<file path="src/rtl/pport_pkg.sv">
package pport_pkg;
  typedef struct packed {
    logic wrData;
    logic wrDir;
    logic portAccess;
  } pportCtl_t;
endpackage

</file>
<file path="src/rtl/pport_ctrl.sv">
module pport_ctrl
  import pport_pkg::*;
#(
  parameter int ADDR_W   = 4,
  parameter int DATA_OFS = 0,
  parameter int DIR_OFS  = 1
) (
  input  logic              clk,
  input  logic              rstN,
  input  logic              chipSelN,
  input  logic [ADDR_W-1:0] regAddr,
  input  logic              rdWr,
  output pportCtl_t         ctl,
  output logic              accessStrbN
);
  localparam logic [ADDR_W-1:0] DATA_A = ADDR_W'(DATA_OFS);
  localparam logic [ADDR_W-1:0] DIR_A  = ADDR_W'(DIR_OFS);

  logic hitData, hitDir, strbQ;

  assign hitData = !chipSelN && (regAddr == DATA_A);
  assign hitDir  = !chipSelN && (regAddr == DIR_A);

  always_comb begin
    ctl.portAccess = hitData;
    ctl.wrData     = hitData && !rdWr;
    ctl.wrDir      = hitDir && !rdWr;
  end

  // Registered strobe: consecutive accesses keep it low without a gap.
  always_ff @(posedge clk or negedge rstN) begin
    if (!rstN) strbQ <= 1'b1;
    else       strbQ <= !ctl.portAccess;
  end
  assign accessStrbN = strbQ;

  a_r5_strobe_after_access: assert property (@(posedge clk) disable iff (!rstN)
    (!chipSelN && regAddr == DATA_A) |=> !accessStrbN);
  a_r9_strobe_release: assert property (@(posedge clk) disable iff (!rstN)
    !(!chipSelN && regAddr == DATA_A) |=> accessStrbN);
  a_r8_no_strobe_deselected: assert property (@(posedge clk) disable iff (!rstN)
    chipSelN |=> accessStrbN);
endmodule

</file>
<file path="src/rtl/pport_dp.sv">
module pport_dp
  import pport_pkg::*;
#(
  parameter int WIDTH    = 8,
  parameter int ADDR_W   = 4,
  parameter int DATA_OFS = 0,
  parameter int DIR_OFS  = 1
) (
  input  logic              clk,
  input  logic              rstN,
  input  pportCtl_t         ctl,
  input  logic              chipSelN,
  input  logic              rdWr,
  input  logic [ADDR_W-1:0] regAddr,
  input  logic [WIDTH-1:0]  wrData,
  input  logic [WIDTH-1:0]  pinIn,
  output logic [WIDTH-1:0]  rdData,
  output logic [WIDTH-1:0]  pinDrvLow
);
  localparam logic [ADDR_W-1:0] DATA_A = ADDR_W'(DATA_OFS);
  localparam logic [ADDR_W-1:0] DIR_A  = ADDR_W'(DIR_OFS);

  logic [WIDTH-1:0] dataReg, dirReg, portView;

  always_ff @(posedge clk or negedge rstN) begin
    if (!rstN) begin
      dataReg <= '0;
      dirReg  <= '0;
    end else begin
      if (ctl.wrData) dataReg <= wrData;
      if (ctl.wrDir)  dirReg  <= wrData;
    end
  end

  for (genvar b = 0; b < WIDTH; b++) begin : g_bit
    assign portView[b]  = dirReg[b] ? dataReg[b] : pinIn[b];
    assign pinDrvLow[b] = dirReg[b] & ~dataReg[b];
  end

  always_comb begin
    rdData = '0;
    if (!chipSelN && rdWr) begin
      if (regAddr == DATA_A)     rdData = portView;
      else if (regAddr == DIR_A) rdData = dirReg;
    end
  end

  a_r3_release_inputs: assert property (@(posedge clk) disable iff (!rstN)
    (pinDrvLow & ~dirReg) == '0);
  a_r8_data_hold: assert property (@(posedge clk) disable iff (!rstN)
    !ctl.wrData |=> $stable(dataReg));
  a_r2_dir_hold: assert property (@(posedge clk) disable iff (!rstN)
    !ctl.wrDir |=> $stable(dirReg));
  a_r2_dir_load: assert property (@(posedge clk) disable iff (!rstN)
    ctl.wrDir |=> dirReg == $past(wrData));
endmodule

</file>
<file path="src/rtl/pport.sv">
module pport
  import pport_pkg::*;
#(
  parameter int WIDTH    = 8,
  parameter int ADDR_W   = 4,
  parameter int DATA_OFS = 0,
  parameter int DIR_OFS  = 1
) (
  input  logic              clk,
  input  logic              rstN,
  input  logic              chipSelN,
  input  logic [ADDR_W-1:0] regAddr,
  input  logic              rdWr,
  input  logic [WIDTH-1:0]  wrData,
  output logic [WIDTH-1:0]  rdData,
  input  logic [WIDTH-1:0]  pinIn,
  output logic [WIDTH-1:0]  pinDrvLow,
  output logic              accessStrbN
);
  pportCtl_t ctl;

  pport_ctrl #(.ADDR_W(ADDR_W), .DATA_OFS(DATA_OFS), .DIR_OFS(DIR_OFS)) u_ctrl (
    .clk(clk), .rstN(rstN), .chipSelN(chipSelN), .regAddr(regAddr),
    .rdWr(rdWr), .ctl(ctl), .accessStrbN(accessStrbN)
  );

  pport_dp #(.WIDTH(WIDTH), .ADDR_W(ADDR_W), .DATA_OFS(DATA_OFS), .DIR_OFS(DIR_OFS)) u_dp (
    .clk(clk), .rstN(rstN), .ctl(ctl), .chipSelN(chipSelN), .rdWr(rdWr),
    .regAddr(regAddr), .wrData(wrData), .pinIn(pinIn),
    .rdData(rdData), .pinDrvLow(pinDrvLow)
  );
endmodule

</file>
<file path="config.mk">
export PLATFORM = sky130hd
export DESIGN_NAME = pport
export DESIGN_NICKNAME = d
export VERILOG_FILES = /design/src/rtl/pport_pkg.sv /design/src/rtl/pport_ctrl.sv /design/src/rtl/pport_dp.sv /design/src/rtl/pport.sv
export SDC_FILE = /design/constraint.sdc
export NUM_CORES = 1
export LEC_CHECK = 0
export CAP_MARGIN = 20
export CORE_MARGIN = 1
export CORE_UTILIZATION = 53
export CTS_CLUSTER_DIAMETER = 50
export CTS_CLUSTER_SIZE = 40
export DETAILED_ROUTE_END_ITERATION = 8
export DONT_BUFFER_PORTS = 1
export PLACE_DENSITY_LB_ADDON = 0.3
export SLEW_MARGIN = 25
export SYNTH_ARGS = -nofsm -noshare
export SYNTH_HDL_FRONTEND = slang
export SYNTH_SLANG_ARGS = --single-unit
export TNS_END_PERCENT = 50
</file>
<file path="constraint.sdc">
create_clock -name clk -period 0.89 [get_ports clk]
set_input_delay 0 -clock clk [delete_from_list [all_inputs] [get_ports clk]]
set_output_delay 0 -clock clk [all_outputs]
set_load 0.02 [all_outputs]
</file>
==> flow_metrics.tcl <==
set metrics [dict create \
    setup_viol 18 \
    wl_met2_um 1230 \
    synth_seq_cells 17 \
    grt_max_degree 19 \
    grt_overflow_total 0 \
    syn2layout_area_growth_pct 54.6 \
    cp-start-kind "flop" \
    r2r_end "u_dp.dirReg[4]" \
    setup_ws_ps -416 \
    wirelength_um 2240 \
    dr.max_layer_used "met4" \
    maxCapViolCount 0 \
    cts_buffer_depth 2 \
    report.final.slew_viol_count 0 \
    syn_avg_cell_area_um2 11.5 \
    ys.flop_type "dfrtp_1" \
    combPwrFrac 0.360 \
    status "finished, violations left" \
    violations "setup timing" \
    htree_levels 1 \
    clk-insertion-delay-late_ps 290 \
    min_period_ps 1310 \
    endpoint_kind "output pin" \
    synth_top_area_share 0.460 \
    fin_skew_ps 0 \
    antenna_found_initial 0 \
    syn-instance-count 76 \
    die_w_um 42.5 \
    core_area_mm2 0.00152 \
    ys_top_cells_by_area "dfrtp_1 (46%), mux2_2 (21%), or3b_2 (6.0%)" \
    wl_per_cell_um 18.8 \
    wl_met3_um 120 \
    drive_gt1_frac 0.563 \
    drtIter0Drc 6 \
    vias 710 \
    cp-startpoint "u_dp.dirReg[3]" \
    power_density_mw_per_mm2 1710 \
    worst_pin_slew_ps 785 \
    ys_types 15 \
    drt-vias-per-instance 5.97 \
    clk_pin_slew_ps 100 \
    start_util 0.571 \
    cts_sinks 17 \
    crit_path_end "rdData[3]" \
    swShare 0.317 \
    finish.net_count 128 \
    seq_area_frac_synth 0.490 \
    numCtsBuffers 3 \
    cts_tree "yes" \
    yosysTopAreaCell "dfrtp_1" \
    arrival_ps 1310 \
    die-area_mm2 0.00181 \
    ir_worst_vdd_v 0.00116 \
    gp_congestion 0.640 \
    reg2reg_slack_ps -20 \
    hold_slack_ps 59.2 \
    yosys_warnings 0 \
    worstPathMaxFanout 2 \
    max_slew_margin 0.475 \
    drc 0 \
    p_seq_frac 0.459 \
    hold_violations 0 \
    synth_common_cells "dfrtp_1 (16), mux2_2 (16), a21oi_1 (8), nor2b_1 (8), o21ai_0 (8)" \
    p_sw_w 0.000729 \
    grt_pass1_vias 737 \
    finalCritPeriodShare 1.47 \
    die_y_um 42.5 \
    rows 14 \
    io_pins 41 \
    timing.rr.start "u_dp.dirReg[4]" \
    ant_nets 0 \
    synth_edf_count 0 \
    diodes 0 \
    fill_cells 76 \
    synthesis.nets 100 \
    reg2reg_depth 2 \
    hp-class "in -> reg" \
    rsz0062_at_grt "yes" \
    p_clk_frac 0.181 \
    fin_area_mm2 0.00135 \
    clock.fmax_mhz 766 \
    fin_util 0.883 \
    root_buffer "clkbuf_4" \
    crit_required_ps 890 \
    met1Wirelength_um 882 \
    syn_area_um2 871 \
    crit_type "reg -> out" \
    dr.pass1.iters 4 \
    leakage_nw 0.578 \
    synth_async_sr_flop_share 1.00 \
    hpwl_um 1280 \
    portBuffers 0 \
    grt_pass1_wl_um 3150 \
    p_int_w 0.00157 \
    track_usage 0.233 \
    dpl_cell_area_mm2 0.00110 \
]
-- how the worst min path moves through the flow --
| stage | slack [ps] | start | cells after the start | end |
|---|---|---|---|---|
| global placement | -300 | rstN | 0 | u_dp.dirReg[7] |
| finish | 60 | regAddr[0] | 2 | u_dp.dirReg[3] |
| CTS | 40 | regAddr[0] | 2 | u_dp.dirReg[0] |
| detailed placement | -300 | rstN | 0 | u_dp.dirReg[7] |
| global route | 50 | regAddr[0] | 2 | u_dp.dirReg[1] |
| floorplan | -300 | rstN | 0 | u_dp.dataReg[0] |
-- cell type report --
| cell class | count | area [um^2] | share of cell area |
|---|---|---|---|
| multi-input combinational | 57 | 612 | 0.454 |
| sequential | 17 | 427 | 0.317 |
| timing repair buffer | 25 | 262 | 0.194 |
| clock buffer | 4 | 26.3 | 0.0195 |
| tap | 16 | 20.0 | 0.0149 |
-- cell families after synthesis --
group                  after synthesis  share of synthesized area
AO/OA/AOI/OAI                       16                     0.0920
buffers and inverters                2                    0.00862
flip-flops                          17                      0.490
multiplexers                        16                      0.207
AND/OR/NAND/NOR                     25                      0.203
-- metrics by stage --
| stage | instances | setup WS (ps) | power [W] | TNS [ps] |
|---|---|---|---|---|
| after floorplan | 76 | -174 | 0.00142 | -1870 |
| after global placement | 103 | -174 | 0.00160 | -2510 |
| after detailed placement | 103 | -201 | 0.00163 | -3070 |
| after CTS | 119 | -394 | 0.00212 | -3970 |
| after global routing | 119 | -447 | 0.00241 | -4720 |
| final | 119 | -416 | 0.00230 | -4060 |
-- power by group through the flow --
stage	Combinational, W	Sequential [W]	Clock [W]
floorplan	0.000416	0.00100	0
global placement	0.000586	0.00101	0
detailed placement	0.000608	0.00102	0
CTS	0.000694	0.00101	0.000418
global route	0.000873	0.00107	0.000461
finish	0.000829	0.00106	0.000417
-- routing by layer --
metal	global-route usage	up-vias
met5	0	-
met2	0.446	30
met4	0.0750	0
met3	0.0345	2
li1	-	325
met1	0.258	353
-- state kept, by name, summed over array words and instances (netlist names) --
name	flops
u_dp.dirReg	8
u_dp.dataReg	8
u_ctrl.accessStrbN	1
-- cells in the final DEF, fill, tap and decap left out, drive strengths merged, types with 2 or more instances in the layout --
master,count
clkbuf,4
nor2b,8
nand2,4
dlygate4sd3,11
a21oi,8
or3b,6
dfrtp,16
nand3b,2
o21ai,8
nor2,3
mux2,16
buf,14
-- critical path, cell delays in order (launching register included) --
cell and delay [ps]:
dfrtp_1 420, or3b_4 390, a21oi_4 210
-- what timing repair did --
item                                    4_1_cts  5_1_grt
hold buffers                                 11        0
pin swaps                                    10        2
endpoints found under the setup margin       17       21
resized for setup                             8       20
hold endpoints to repair                     34        0
buffers inserted                              1        0
Power figures use the tool's default switching activity.
